### config.mk
export PLATFORM = sky130hd
export DESIGN_NAME = clkctl_regfile
export DESIGN_NICKNAME = d
export VERILOG_FILES = /design/src/rtl/clkctl_pkg.sv /design/src/rtl/clkctl_div.sv /design/src/rtl/clkctl_pll_math.sv /design/src/rtl/clkctl_freq_seq.sv /design/src/rtl/clkctl_regfile.sv
export SDC_FILE = /design/constraint.sdc
export NUM_CORES = 2
export LEC_CHECK = 0
export CAP_MARGIN = 40
export CORE_AREA = 10 10 281 215
export CTS_CLUSTER_DIAMETER = 200
export CTS_CLUSTER_SIZE = 24
export DETAILED_ROUTE_END_ITERATION = 8
export DIE_AREA = 0 0 291 225
export PLACE_DENSITY = 0.81
export SYNTH_ARGS = -nofsm -noshare
export SYNTH_HDL_FRONTEND = slang
export SYNTH_SLANG_ARGS = --single-unit
export TNS_END_PERCENT = 30
### constraint.sdc
create_clock -name clk -period 14.2 [get_ports clk]
set_input_delay 2.84 -clock clk [delete_from_list [all_inputs] [get_ports clk]]
set_output_delay 2.84 -clock clk [all_outputs]
set_load 0.03 [all_outputs]
### src/rtl/clkctl_pkg.sv
package clkctl_pkg;
  localparam int unsigned DW = 32;

  typedef enum logic [1:0] {FS_IDLE, FS_PLL, FS_HSP, FS_IPG} fstate_t;

  // word offsets
  localparam int unsigned OFF_MODE  = 0;
  localparam int unsigned OFF_DIV0  = 1;
  localparam int unsigned OFF_DIV1  = 2;
  localparam int unsigned OFF_PLLM  = 4;
  localparam int unsigned OFF_PLLS  = 6;
  localparam int unsigned OFF_GATE0 = 8;
  localparam int unsigned N_GATE    = 3;
  localparam int unsigned OFF_CONST = 18;
  localparam int unsigned OFF_PM    = 23;

  // reset values and write masks
  localparam logic [DW-1:0] RST_MODE  = 32'h074B_0B7B;
  localparam logic [DW-1:0] RST_DIV0  = 32'hFF87_0B48;
  localparam logic [DW-1:0] RST_DIV1  = 32'h49FC_FE7F;
  localparam logic [DW-1:0] RST_PLLM  = 32'h0400_1800;
  localparam logic [DW-1:0] RST_PLLS  = 32'h0404_3001;
  localparam logic [DW-1:0] RST_GATE  = 32'hFFFF_FFFF;
  localparam logic [DW-1:0] VAL_PM    = 32'h8020_9828;
  localparam logic [DW-1:0] VAL_CONST = 32'h0000_4040;
  localparam logic [DW-1:0] MSK_MODE  = 32'h3B6F_DFFF;
  localparam logic [DW-1:0] MSK_DIV0  = 32'hFF9F_3FFF;
  localparam logic [DW-1:0] MSK_PLL   = 32'hBFFF_3FFF;
  localparam int unsigned   FORCE_BIT = 26;

  // mode / divider field positions
  localparam int unsigned MODE_PLLEN  = 0;
  localparam int unsigned MODE_BYPASS = 7;
  localparam int unsigned MODE_SRC_LO = 1;

  // reference frequencies
  localparam logic [DW-1:0] REF_XTAL = 32'd26_000_000;
  localparam logic [DW-1:0] REF_LOW  = 32'd33_554_432;
endpackage

### src/rtl/clkctl_div.sv
module clkctl_div #(
  parameter int unsigned W = 32
) (
  input  logic         clk,
  input  logic         rst,
  input  logic         start,
  input  logic [W-1:0] num,
  input  logic [W-1:0] den,
  output logic         done,
  output logic [W-1:0] quo
);
  localparam int unsigned CW = $clog2(W + 1);

  logic [W-1:0]  rem_q, q_q, d_q;
  logic [CW-1:0] cnt_q;
  logic          run_q;
  logic [W:0]    trial;

  assign trial = {rem_q, q_q[W-1]};
  assign quo   = q_q;

  always_ff @(posedge clk) begin
    if (rst) begin
      rem_q <= '0;
      q_q   <= '0;
      d_q   <= '0;
      cnt_q <= '0;
      run_q <= 1'b0;
      done  <= 1'b0;
    end else begin
      done <= 1'b0;
      if (start) begin
        rem_q <= '0;
        q_q   <= num;
        d_q   <= den;
        cnt_q <= CW'(W);
        run_q <= 1'b1;
      end else if (run_q) begin
        if (trial >= {1'b0, d_q}) begin
          rem_q <= W'(trial - {1'b0, d_q});
          q_q   <= {q_q[W-2:0], 1'b1};
        end else begin
          rem_q <= trial[W-1:0];
          q_q   <= {q_q[W-2:0], 1'b0};
        end
        cnt_q <= cnt_q - 1'b1;
        if (cnt_q == CW'(1)) begin
          run_q <= 1'b0;
          done  <= 1'b1;
        end
      end
    end
  end
endmodule

### src/rtl/clkctl_pll_math.sv
module clkctl_pll_math (
  input  logic [31:0] ctl,
  input  logic [31:0] ref_hz,
  output logic [31:0] num,
  output logic [31:0] den,
  output logic        pos
);
  logic [9:0]         frac;
  logic [3:0]         whole_raw, whole;
  logic [10:0]        dplus;
  logic [4:0]         pplus;
  logic [14:0]        prod;
  logic signed [17:0] term;

  always_comb begin
    frac      = ctl[9:0];
    whole_raw = ctl[13:10];
    whole     = (whole_raw < 4'd5) ? 4'd5 : whole_raw;
    dplus     = {1'b0, ctl[25:16]} + 11'd1;
    pplus     = {1'b0, ctl[29:26]} + 5'd1;
    prod      = 15'(whole) * 15'(dplus);
    term      = $signed({3'b000, prod}) + $signed({{8{frac[9]}}, frac});
    pos       = !term[17] && (term != 18'sd0);
    num       = (32'(ref_hz >> 10) * 32'(term[16:0])) << 1;
    den       = 32'(dplus) * 32'(pplus);
  end
endmodule

### src/rtl/clkctl_freq_seq.sv
module clkctl_freq_seq
  import clkctl_pkg::*;
(
  input  logic          clk,
  input  logic          rst,
  input  logic          start,
  input  logic [DW-1:0] mode,
  input  logic [DW-1:0] div0,
  input  logic [DW-1:0] pllm,
  output logic          busy,
  output logic [DW-1:0] ref_hz,
  output logic [DW-1:0] core_hz,
  output logic [DW-1:0] hs_hz,
  output logic [DW-1:0] per_hz
);
  fstate_t       st_q;
  logic [DW-1:0] core_t, hs_t, dnum_q, dden_q, pnum, pden, dquo, ref_sel;
  logic [DW-1:0] hs_div, per_div;
  logic          dstart_q, ddone, ppos, bypass;

  assign ref_sel = (mode[MODE_SRC_LO+1:MODE_SRC_LO] == 2'd2) ? REF_LOW : REF_XTAL;
  assign bypass  = mode[MODE_BYPASS] | ~mode[MODE_PLLEN];
  assign hs_div  = DW'(div0[13:11]) + 1'b1;
  assign per_div = DW'(div0[7:6]) + 1'b1;
  assign busy    = (st_q != FS_IDLE);

  clkctl_pll_math u_pll (.ctl(pllm), .ref_hz(ref_sel), .num(pnum), .den(pden), .pos(ppos));

  clkctl_div #(.W(DW)) u_div (
    .clk(clk), .rst(rst), .start(dstart_q), .num(dnum_q), .den(dden_q),
    .done(ddone), .quo(dquo)
  );

  always_ff @(posedge clk) begin
    if (rst) begin
      st_q     <= FS_IDLE;
      core_t   <= '0;
      hs_t     <= '0;
      dnum_q   <= '0;
      dden_q   <= '0;
      dstart_q <= 1'b0;
      ref_hz   <= '0;
      core_hz  <= '0;
      hs_hz    <= '0;
      per_hz   <= '0;
    end else begin
      dstart_q <= 1'b0;
      unique case (st_q)
        FS_IDLE: if (start) begin
          dstart_q <= 1'b1;
          if (bypass || !ppos) begin
            core_t <= bypass ? ref_sel : '0;
            dnum_q <= bypass ? ref_sel : '0;
            dden_q <= hs_div;
            st_q   <= FS_HSP;
          end else begin
            dnum_q <= pnum;
            dden_q <= pden;
            st_q   <= FS_PLL;
          end
        end
        FS_PLL: if (ddone) begin
          core_t   <= dquo << 10;
          dnum_q   <= dquo << 10;
          dden_q   <= hs_div;
          dstart_q <= 1'b1;
          st_q     <= FS_HSP;
        end
        FS_HSP: if (ddone) begin
          hs_t     <= dquo;
          dnum_q   <= dquo;
          dden_q   <= per_div;
          dstart_q <= 1'b1;
          st_q     <= FS_IPG;
        end
        FS_IPG: if (ddone) begin
          ref_hz  <= ref_sel;
          core_hz <= core_t;
          hs_hz   <= hs_t;
          per_hz  <= dquo;
          st_q    <= FS_IDLE;
        end
        default: st_q <= FS_IDLE;
      endcase
    end
  end
endmodule

### src/rtl/clkctl_regfile.sv
module clkctl_regfile
  import clkctl_pkg::*;
#(
  parameter int unsigned ADDR_W = 10
) (
  input  logic              clk,
  input  logic              rst,
  input  logic              req_valid,
  output logic              req_ready,
  input  logic              req_write,
  input  logic [ADDR_W-1:0] req_addr,
  input  logic [DW-1:0]     req_wdata,
  output logic              rsp_valid,
  output logic [DW-1:0]     rsp_rdata,
  output logic              busy,
  output logic [DW-1:0]     ref_hz,
  output logic [DW-1:0]     core_hz,
  output logic [DW-1:0]     hs_hz,
  output logic [DW-1:0]     per_hz
);
  logic [DW-1:0] mode_q, div0_q, div1_q, pllm_q, plls_q, rd_mux;
  logic [DW-1:0] gate_q [N_GATE];
  logic          kick_q, seq_busy, acc, wr, wr_trig;

  assign acc       = req_valid & req_ready;
  assign wr        = acc & req_write;
  assign wr_trig   = wr & ((req_addr == ADDR_W'(OFF_MODE)) | (req_addr == ADDR_W'(OFF_DIV0)) |
                           (req_addr == ADDR_W'(OFF_DIV1)) | (req_addr == ADDR_W'(OFF_PLLM)) |
                           (req_addr == ADDR_W'(OFF_PLLS)));
  assign busy      = kick_q | seq_busy;
  assign req_ready = ~busy;

  always_ff @(posedge clk) begin
    if (rst) begin
      mode_q <= RST_MODE;
      div0_q <= RST_DIV0;
      div1_q <= RST_DIV1;
      pllm_q <= RST_PLLM;
      plls_q <= RST_PLLS;
      kick_q <= 1'b1;
    end else begin
      kick_q <= wr_trig;
      if (wr) begin
        if (req_addr == ADDR_W'(OFF_MODE)) mode_q <= (req_wdata & MSK_MODE) | (DW'(1) << FORCE_BIT);
        if (req_addr == ADDR_W'(OFF_DIV0)) div0_q <= req_wdata & MSK_DIV0;
        if (req_addr == ADDR_W'(OFF_DIV1)) div1_q <= req_wdata;
        if (req_addr == ADDR_W'(OFF_PLLM)) pllm_q <= req_wdata & MSK_PLL;
        if (req_addr == ADDR_W'(OFF_PLLS)) plls_q <= req_wdata & MSK_PLL;
      end
    end
  end

  for (genvar g = 0; g < N_GATE; g++) begin : g_gate
    always_ff @(posedge clk) begin
      if (rst) gate_q[g] <= RST_GATE;
      else if (wr && req_addr == ADDR_W'(OFF_GATE0 + g)) gate_q[g] <= req_wdata;
    end
  end

  always_comb begin
    rd_mux = '0;
    if (req_addr == ADDR_W'(OFF_MODE))  rd_mux = mode_q;
    if (req_addr == ADDR_W'(OFF_DIV0))  rd_mux = div0_q;
    if (req_addr == ADDR_W'(OFF_DIV1))  rd_mux = div1_q;
    if (req_addr == ADDR_W'(OFF_PLLM))  rd_mux = pllm_q;
    if (req_addr == ADDR_W'(OFF_PLLS))  rd_mux = plls_q;
    if (req_addr == ADDR_W'(OFF_CONST)) rd_mux = VAL_CONST;
    if (req_addr == ADDR_W'(OFF_PM))    rd_mux = VAL_PM;
    for (int g = 0; g < N_GATE; g++)
      if (req_addr == ADDR_W'(OFF_GATE0 + g)) rd_mux = gate_q[g];
  end

  always_ff @(posedge clk) begin
    if (rst) begin
      rsp_valid <= 1'b0;
      rsp_rdata <= '0;
    end else begin
      rsp_valid <= acc & ~req_write;
      if (acc & ~req_write) rsp_rdata <= rd_mux;
    end
  end

  clkctl_freq_seq u_seq (
    .clk(clk), .rst(rst), .start(kick_q), .mode(mode_q), .div0(div0_q), .pllm(pllm_q),
    .busy(seq_busy), .ref_hz(ref_hz), .core_hz(core_hz), .hs_hz(hs_hz), .per_hz(per_hz)
  );
endmodule

# Word level (Yosys, flattened, before mapping)
# Memory sizes are Yosys's and may differ from the RTL's.
# Index checks and enable logic that the tools add are counted.
totals:
  register_bits: 541
  ram_bits: 96
  in_bits: 46
  out_inout_bits: 163
  word_cells: 160
  mem_count: 1
classes:
  addsub: 7
  multipliers: 3
  n_lt_le_gt_ge: 2
  eq_ne: 19
  muxes: 59
  n_bitwise: 17
  n_reduce_logical: 27
mem_list:
  columns: ["name", "words", "width", "read_ports", "rd_ports_with_merged_regs", "write_ports", "line", "text"]
  rows:
  - ["gate_q", 3, 32, 3, 0, 3, "clkctl_regfile.sv:22", "logic [DW-1:0] gate_q [N_GATE];"]
op_table:
  columns: ["operator", "n"]
  rows:
  - ["$mux 32", 26]
  - ["$pmux 32 s3", 2]
  - ["$pmux 32 s2", 1]
  - ["$ge 33x32->1", 1]
  - ["$sub 32x32->32", 1]
  - ["$mul 22x17->31", 1]
  - ["$eq 10x4->1 const B", 3]
  - ["$mux 30", 1]
  - ["$mux 26", 1]
  - ["$eq 10x3->1 const B", 2]
  - ["$eq 10x5->1 const B", 2]
  - ["$mux 1", 18]
  - ["$reduce_bool 18->1", 1]
  - ["$add 16x10->17", 1]
  - ["$mul 11x5->16", 1]
  - ["$mul 4x11->15", 1]
  - ["$reduce_and 2->1", 7]
  - ["$mux 6", 2]
  - ["$reduce_and 4->1", 3]
  - ["$add 10x1->11 const B", 1]
  - ["$eq 10x1->1 const B", 1]
  - ["$eq 10x2->1 const B", 1]
  - ["$logic_not 10->1", 1]
  - ["$mux 2", 5]
  - ["24 further kinds", 50]

# Depth between registers and ports, before layout
depth:
  word_depth: 11
  mapped_depth: 48

# Cells and area by module
# Synthesis repeated with hierarchy kept, for this count alone.
hier_totals:
  cells_unflattened: 4829
  area_unflattened_um2: 41304.6
by_module_without_submodules:
  columns: ["module", "instances", "cells_each", "area_each_um2", "seq_area_each_um2"]
  rows:
  - ["clkctl_pll_math", 1, 1728, 14584.0, 0.0]
  - ["clkctl_regfile", 1, 1366, 12329.3, 6446.2]
  - ["clkctl_freq_seq", 1, 965, 8140.3, 4224.1]
  - ["clkctl_div", 1, 770, 6251.0, 2082.0]

# Least setup slack after synthesis
# No wires, ideal clock.
synth_path:
  path_type: "register to register"
  from: "register pllm_q[17]"
  to: "register u_seq.dnum_q[25]"
  setup_ps: 117
  arrival_time_ps: 10297
  required_ps: 14083
  slack_ps: 3785
  path_stages_with_launch: 44
  n_path_buf: 1
  synth_period_minus_slack_ps: 10415
  path_cell_list: "dfxtp_1 > ha_1 > xor2_1 > nand2b_1 > fa_1 > inv_1 > fa_1 > fa_1 > a21o_1 > a21oi_1 > o21bai_1 > a21oi_1 > nor2b_1 > o21a_1 > nor2_1 > xnor2_1 > ha_1 > clkbuf_1 > (+8 left out) > ha_1 > fa_1 > fa_1 > fa_1 > inv_1 > fa_1 > inv_1 > ha_1 > a21oi_1 > o21ai_0 > a211oi_1 > o21bai_1 > a21o_1 > a21o_1 > a21oi_1 > xor2_1 > o211ai_1 > a32o_1"
synth_between:
  elab_chain_cells: 10
  word_cells_on_any_way: 12
  cone_classes: "add/sub (2); mul (2); mux (3); reduce/logical (5)"
synth_lines:
  columns: ["item", "line", "text"]
  rows:
  - ["start: declaration", "clkctl_regfile.sv:21", "logic [DW-1:0] mode_q, div0_q, div1_q, pllm_q, plls_q, rd_mux;"]
  - ["start signal: assignment", "clkctl_regfile.sv:47", "if (req_addr == ADDR_W'(OFF_PLLM)) pllm_q <= req_wdata & MSK_PLL;"]
  - ["$add 10x1->11 *", "clkctl_pll_math.sv:19", "dplus = {1'b0, ctl[25:16]} + 11'd1;"]
  - ["$mul 4x11->15 *", "clkctl_pll_math.sv:21", "prod = 15'(whole) * 15'(dplus);"]
  - ["$add 16x10->17 *", "clkctl_pll_math.sv:22", "term = $signed({3'b000, prod}) + $signed({{8{frac[9]}}, frac});"]
  - ["parallel branches: the longest is 4 deep, another holds $mul 22x17->31", null, null]
  - ["$mux 32 *", "clkctl_freq_seq.sv:51", "if (bypass || !ppos) begin"]
  - ["$mux 32 *", "clkctl_freq_seq.sv:49", "FS_IDLE: if (start) begin"]
  - ["$pmux 32 s3 *", "clkctl_freq_seq.sv:48", "unique case (st_q)"]
  - ["end signal: assignment", "clkctl_freq_seq.sv:53", "dnum_q <= bypass ? ref_sel : '0;"]
  - ["end signal: assignment", "clkctl_freq_seq.sv:57", "dnum_q <= pnum;"]
  - ["end signal: assignment", "clkctl_freq_seq.sv:64", "dnum_q <= dquo << 10;"]
  - ["end: declaration", "clkctl_freq_seq.sv:17", "logic [DW-1:0] core_t, hs_t, dnum_q, dden_q, pnum, pden, dquo, ref_sel;"]
# Every way passes the cells marked *. The select of a mux whose other input is x is not followed.
# A chain may end at the register's enable or synchronous reset.

# Worst setup path in the final report
layout_path:
  from: "register pllm_q[16]"
  to: "register u_seq.dnum_q[30]"
# Same word-level chain as after synthesis.

==> impl_metrics.yaml <==
cells_and_area:
  fill_cells: 4618
  regArea_um2: 12100
  multi_input_area_um2: 18600
  insertedDiodeCount: 0
  nNetsFinal: 4198
  syn2layout_area_growth_pct: 9.15
  drive_gt1_share_pct: 6.93
die:
  die_h_um: 225
  core_area_um2: 55200
  die_x_um: 291
  start_util_pct: 59.1
  ios: 209
  die-area_um2: 65500
  num_rows: 75
sta:
  hold_viol: 0
  whs_ns: 0.450
  clock.fmax_ghz: 0.0838
  min_period_ns: 11.94
  worst_pin_slew_ns: 0.952
  skew_ns: 0.0271
  finalSetupViolCount: 0
  finalSetupTns_ns: 0
  min_period_over_period_pct: 84.1
  rsz0062_at_grt: "false"
  drv_slew: 0
  slew_headroom_pct: 36.1
synthesis:
  avgSynthCellArea_um2: 8.66
  syn_area_um2: 32600
  yosys_warnings: 0
  synth_cells: 3763
  synthTopCellsByArea: "dfxtp_1 28%, ha_1 9.5%, edfxtp_1 8.8%"
  synth_cell_types: 80
  yosysTopAreaCellShare_pct: 28.3
  synth_edf_count: 96
  yosysTopAreaCell: "dfxtp_1"
  synth_common_cells: "658 x nand2_1, 461 x dfxtp_1, 336 x a21oi_1"
  yosysSeqAreaShare_pct: 37.2
  yosysMostFrequentCell: "nand2_1"
  synth-main-ff-cell: "dfxtp_1"
  async_flop_share_pct: 0
  ys_ff_latch: 557
route:
  vias: 27300
  drt_iter0_drc: 2974
  via_per_inst: 6.03
  drc: 0
  first_pass_iters: 6
  detail_route.wl_per_cell_um: 19.4
  postRouteAntennaNets: 0
  totalWireLength_um: 87900
pwr:
  vdd_ir_drop_max_uv: 95.3
  clockPowerShare_pct: 23.9
  p_int_mw: 2.40
  power_density_nw_per_um2: 102
  p_sw_share_pct: 33.8
  seq_power_share_pct: 49.5
  p_leak_nw: 14.4
  switchingPower_mw: 1.23
  power.share.combinational_pct: 26.6
global_routing:
  grt_pass1_wl_um: 140000
  grt-ovfl-total: 0
  grt_max_degree: 89
  grt_usage_pct: 25.5
  antenna_found_initial: 0
  grt_pass1_vias: 25800
clock_network:
  cts_tree: "done"
  postCtsSetupRepairBufs: 0
  cts_buffers: 27
  clockBufferDepth: 3
  clkSinkCount: 557
  htree_levels: 1
  cts-root-buf: "clkbuf_16"
  cts.hold.buffers_added: 0
  ctsResizeCount: 0
  clkTransAtPathRegs_ns: 0.10
  insertion_delay_ns: 0.61
setup_path:
  max_stage_delay_ns: 0.67
  slowest_stage: "dfxtp_1"
  reg2reg_to: "u_seq.dnum_q[30]"
  endpoint: "u_seq.dnum_q[30]"
  worstReg2RegStart: "pllm_q[16]"
  start_kind: "register"
  critPathKind: "register to register"
  rrSetupSlack_ns: 2.26
  path_max_fanout: 15
  rr_worst_depth: 45
  crit_path_frequent_cell: "fa_1"
  crit_arrival_ns: 12.41
  critPathLaunch: "pllm_q[16]"
  cp-end-kind: "register"
  critPathRequiredTime_ns: 14.67
worst_hold_path:
  min_path_cells: 2
  hp-class: "register to register"
status:
  status: "finished, final reports clean"
placed_design:
  io_buffers: 179
  hpwlAfterDp_um: 63200
  gp_congestion: 0.897
flow_run:
  maxCapViolCount: 0
[worst min path at each step]
stage                    start              end  slack (ns)
2_1_floorplan  u_seq.core_t[9]  u_seq.core_t[9]        0.43
3_3_place_gp   u_seq.core_t[9]  u_seq.core_t[9]        0.44
3_5_place_dp    u_seq.hs_t[28]  u_seq.hs_hz[28]        0.44
4_1_cts         u_seq.hs_t[26]  u_seq.hs_hz[26]        0.45
5_1_grt         u_seq.hs_t[26]  u_seq.hs_hz[26]        0.47
6_report        u_seq.hs_t[24]  u_seq.hs_hz[24]        0.45
[critical path: cells and delay by family, from the launching register on]
kind / cells / cell delay (ns)
buffers and inverters: 5 / 0.26
adder cells (fa/ha/maj): 12 / 5.22
AO/OA/AOI/OAI: 16 / 3.73
flip-flops: 1 / 0.67
AND/OR/NAND/NOR: 9 / 1.16
XOR/XNOR: 3 / 0.73
[cell type report]
class	count	share of cell area [%]
inverters	225	2.37
flip-flops and latches	557	34.1
clock buffers	39	2.03
repair buffers	235	6.62
clock inverters	2	0.0809
well taps	731	2.57
multi-input cells	2737	52.3
[flip-flops by register name, indices dropped and copies added, names as in the netlist, 26 cells and up]
| register | cells |
|---|---|
| u_seq.hs_t | 32 |
| gate_q | 96 |
| u_seq.dnum_q | 32 |
| u_seq.hs_hz | 32 |
| u_seq.u_div.rem_q | 32 |
| div1_q | 32 |
| div0_q | 28 |
| u_seq.per_hz | 32 |
| pllm_q | 29 |
| mode_q | 26 |
| u_seq.u_div.quo | 32 |
| rsp_rdata | 32 |
| plls_q | 29 |
[cells by family (layout without fill, tap and decap cells)]
kind of cell	after synthesis	after routing	share of synthesized area (%)
muxes	102	102	3.29
AOI/OAI and AO/OA	793	793	15.3
adders and majority gates	369	369	16.9
xor gates and xnor gates	109	109	2.93
and+or+nand+nor	1335	1335	18.2
other	1	29	0.0115
DFF	557	557	37.2
buffers and inverters	497	501	6.24
[cells in the final DEF, fill, tap and decap left out, types with 52 or more instances in the layout]
cell type	synthesis	final
fa_1	121	121
nor3_1	55	52
xnor2_1	58	58
ha_1	248	248
a221oi_1	61	61
dfxtp_1	461	459
mux2i_1	62	62
or2_2	105	105
clkdlybuf4s50_1	0	177
nand3_1	91	91
o21ai_0	129	129
nor2_1	270	263
nand2_1	658	657
edfxtp_1	96	96
inv_1	221	221
a21oi_1	336	336
[power by group through the flow]
stage	Clock [mW]	Sequential, mW	Combinational, mW
global route	0.932	1.81	1.06
CTS	0.875	1.79	0.948
finish	0.867	1.79	0.964
global placement	0	1.83	0.924
floorplan	0	1.80	0.710
detailed placement	0	1.83	0.943
[per-stage QoR]
step	cell area [µm²]	total power, mW	setup WS, ns	instances	utilization [%]
3_3_place_gp	34600	2.75	2.79	4472	62.7
3_5_place_dp	34800	2.77	2.49	4485	63.1
5_1_grt	35600	3.80	1.42	4526	64.5
6_report	35600	3.63	2.26	4526	64.5
4_1_cts	35600	3.61	2.50	4526	64.5
2_1_floorplan	32700	2.51	3.79	3791	-
[layer usage]
layer  global-route usage (%)  up-vias  routed length (µm)
met5                        0        -                   0
met4                     6.74        0                2260
met3                     3.36      160                7460
met2                     40.8     1146               39900
met1                     35.9    13100               38300
li1                         -    12800                   -
Power figures use the tool's default switching activity.
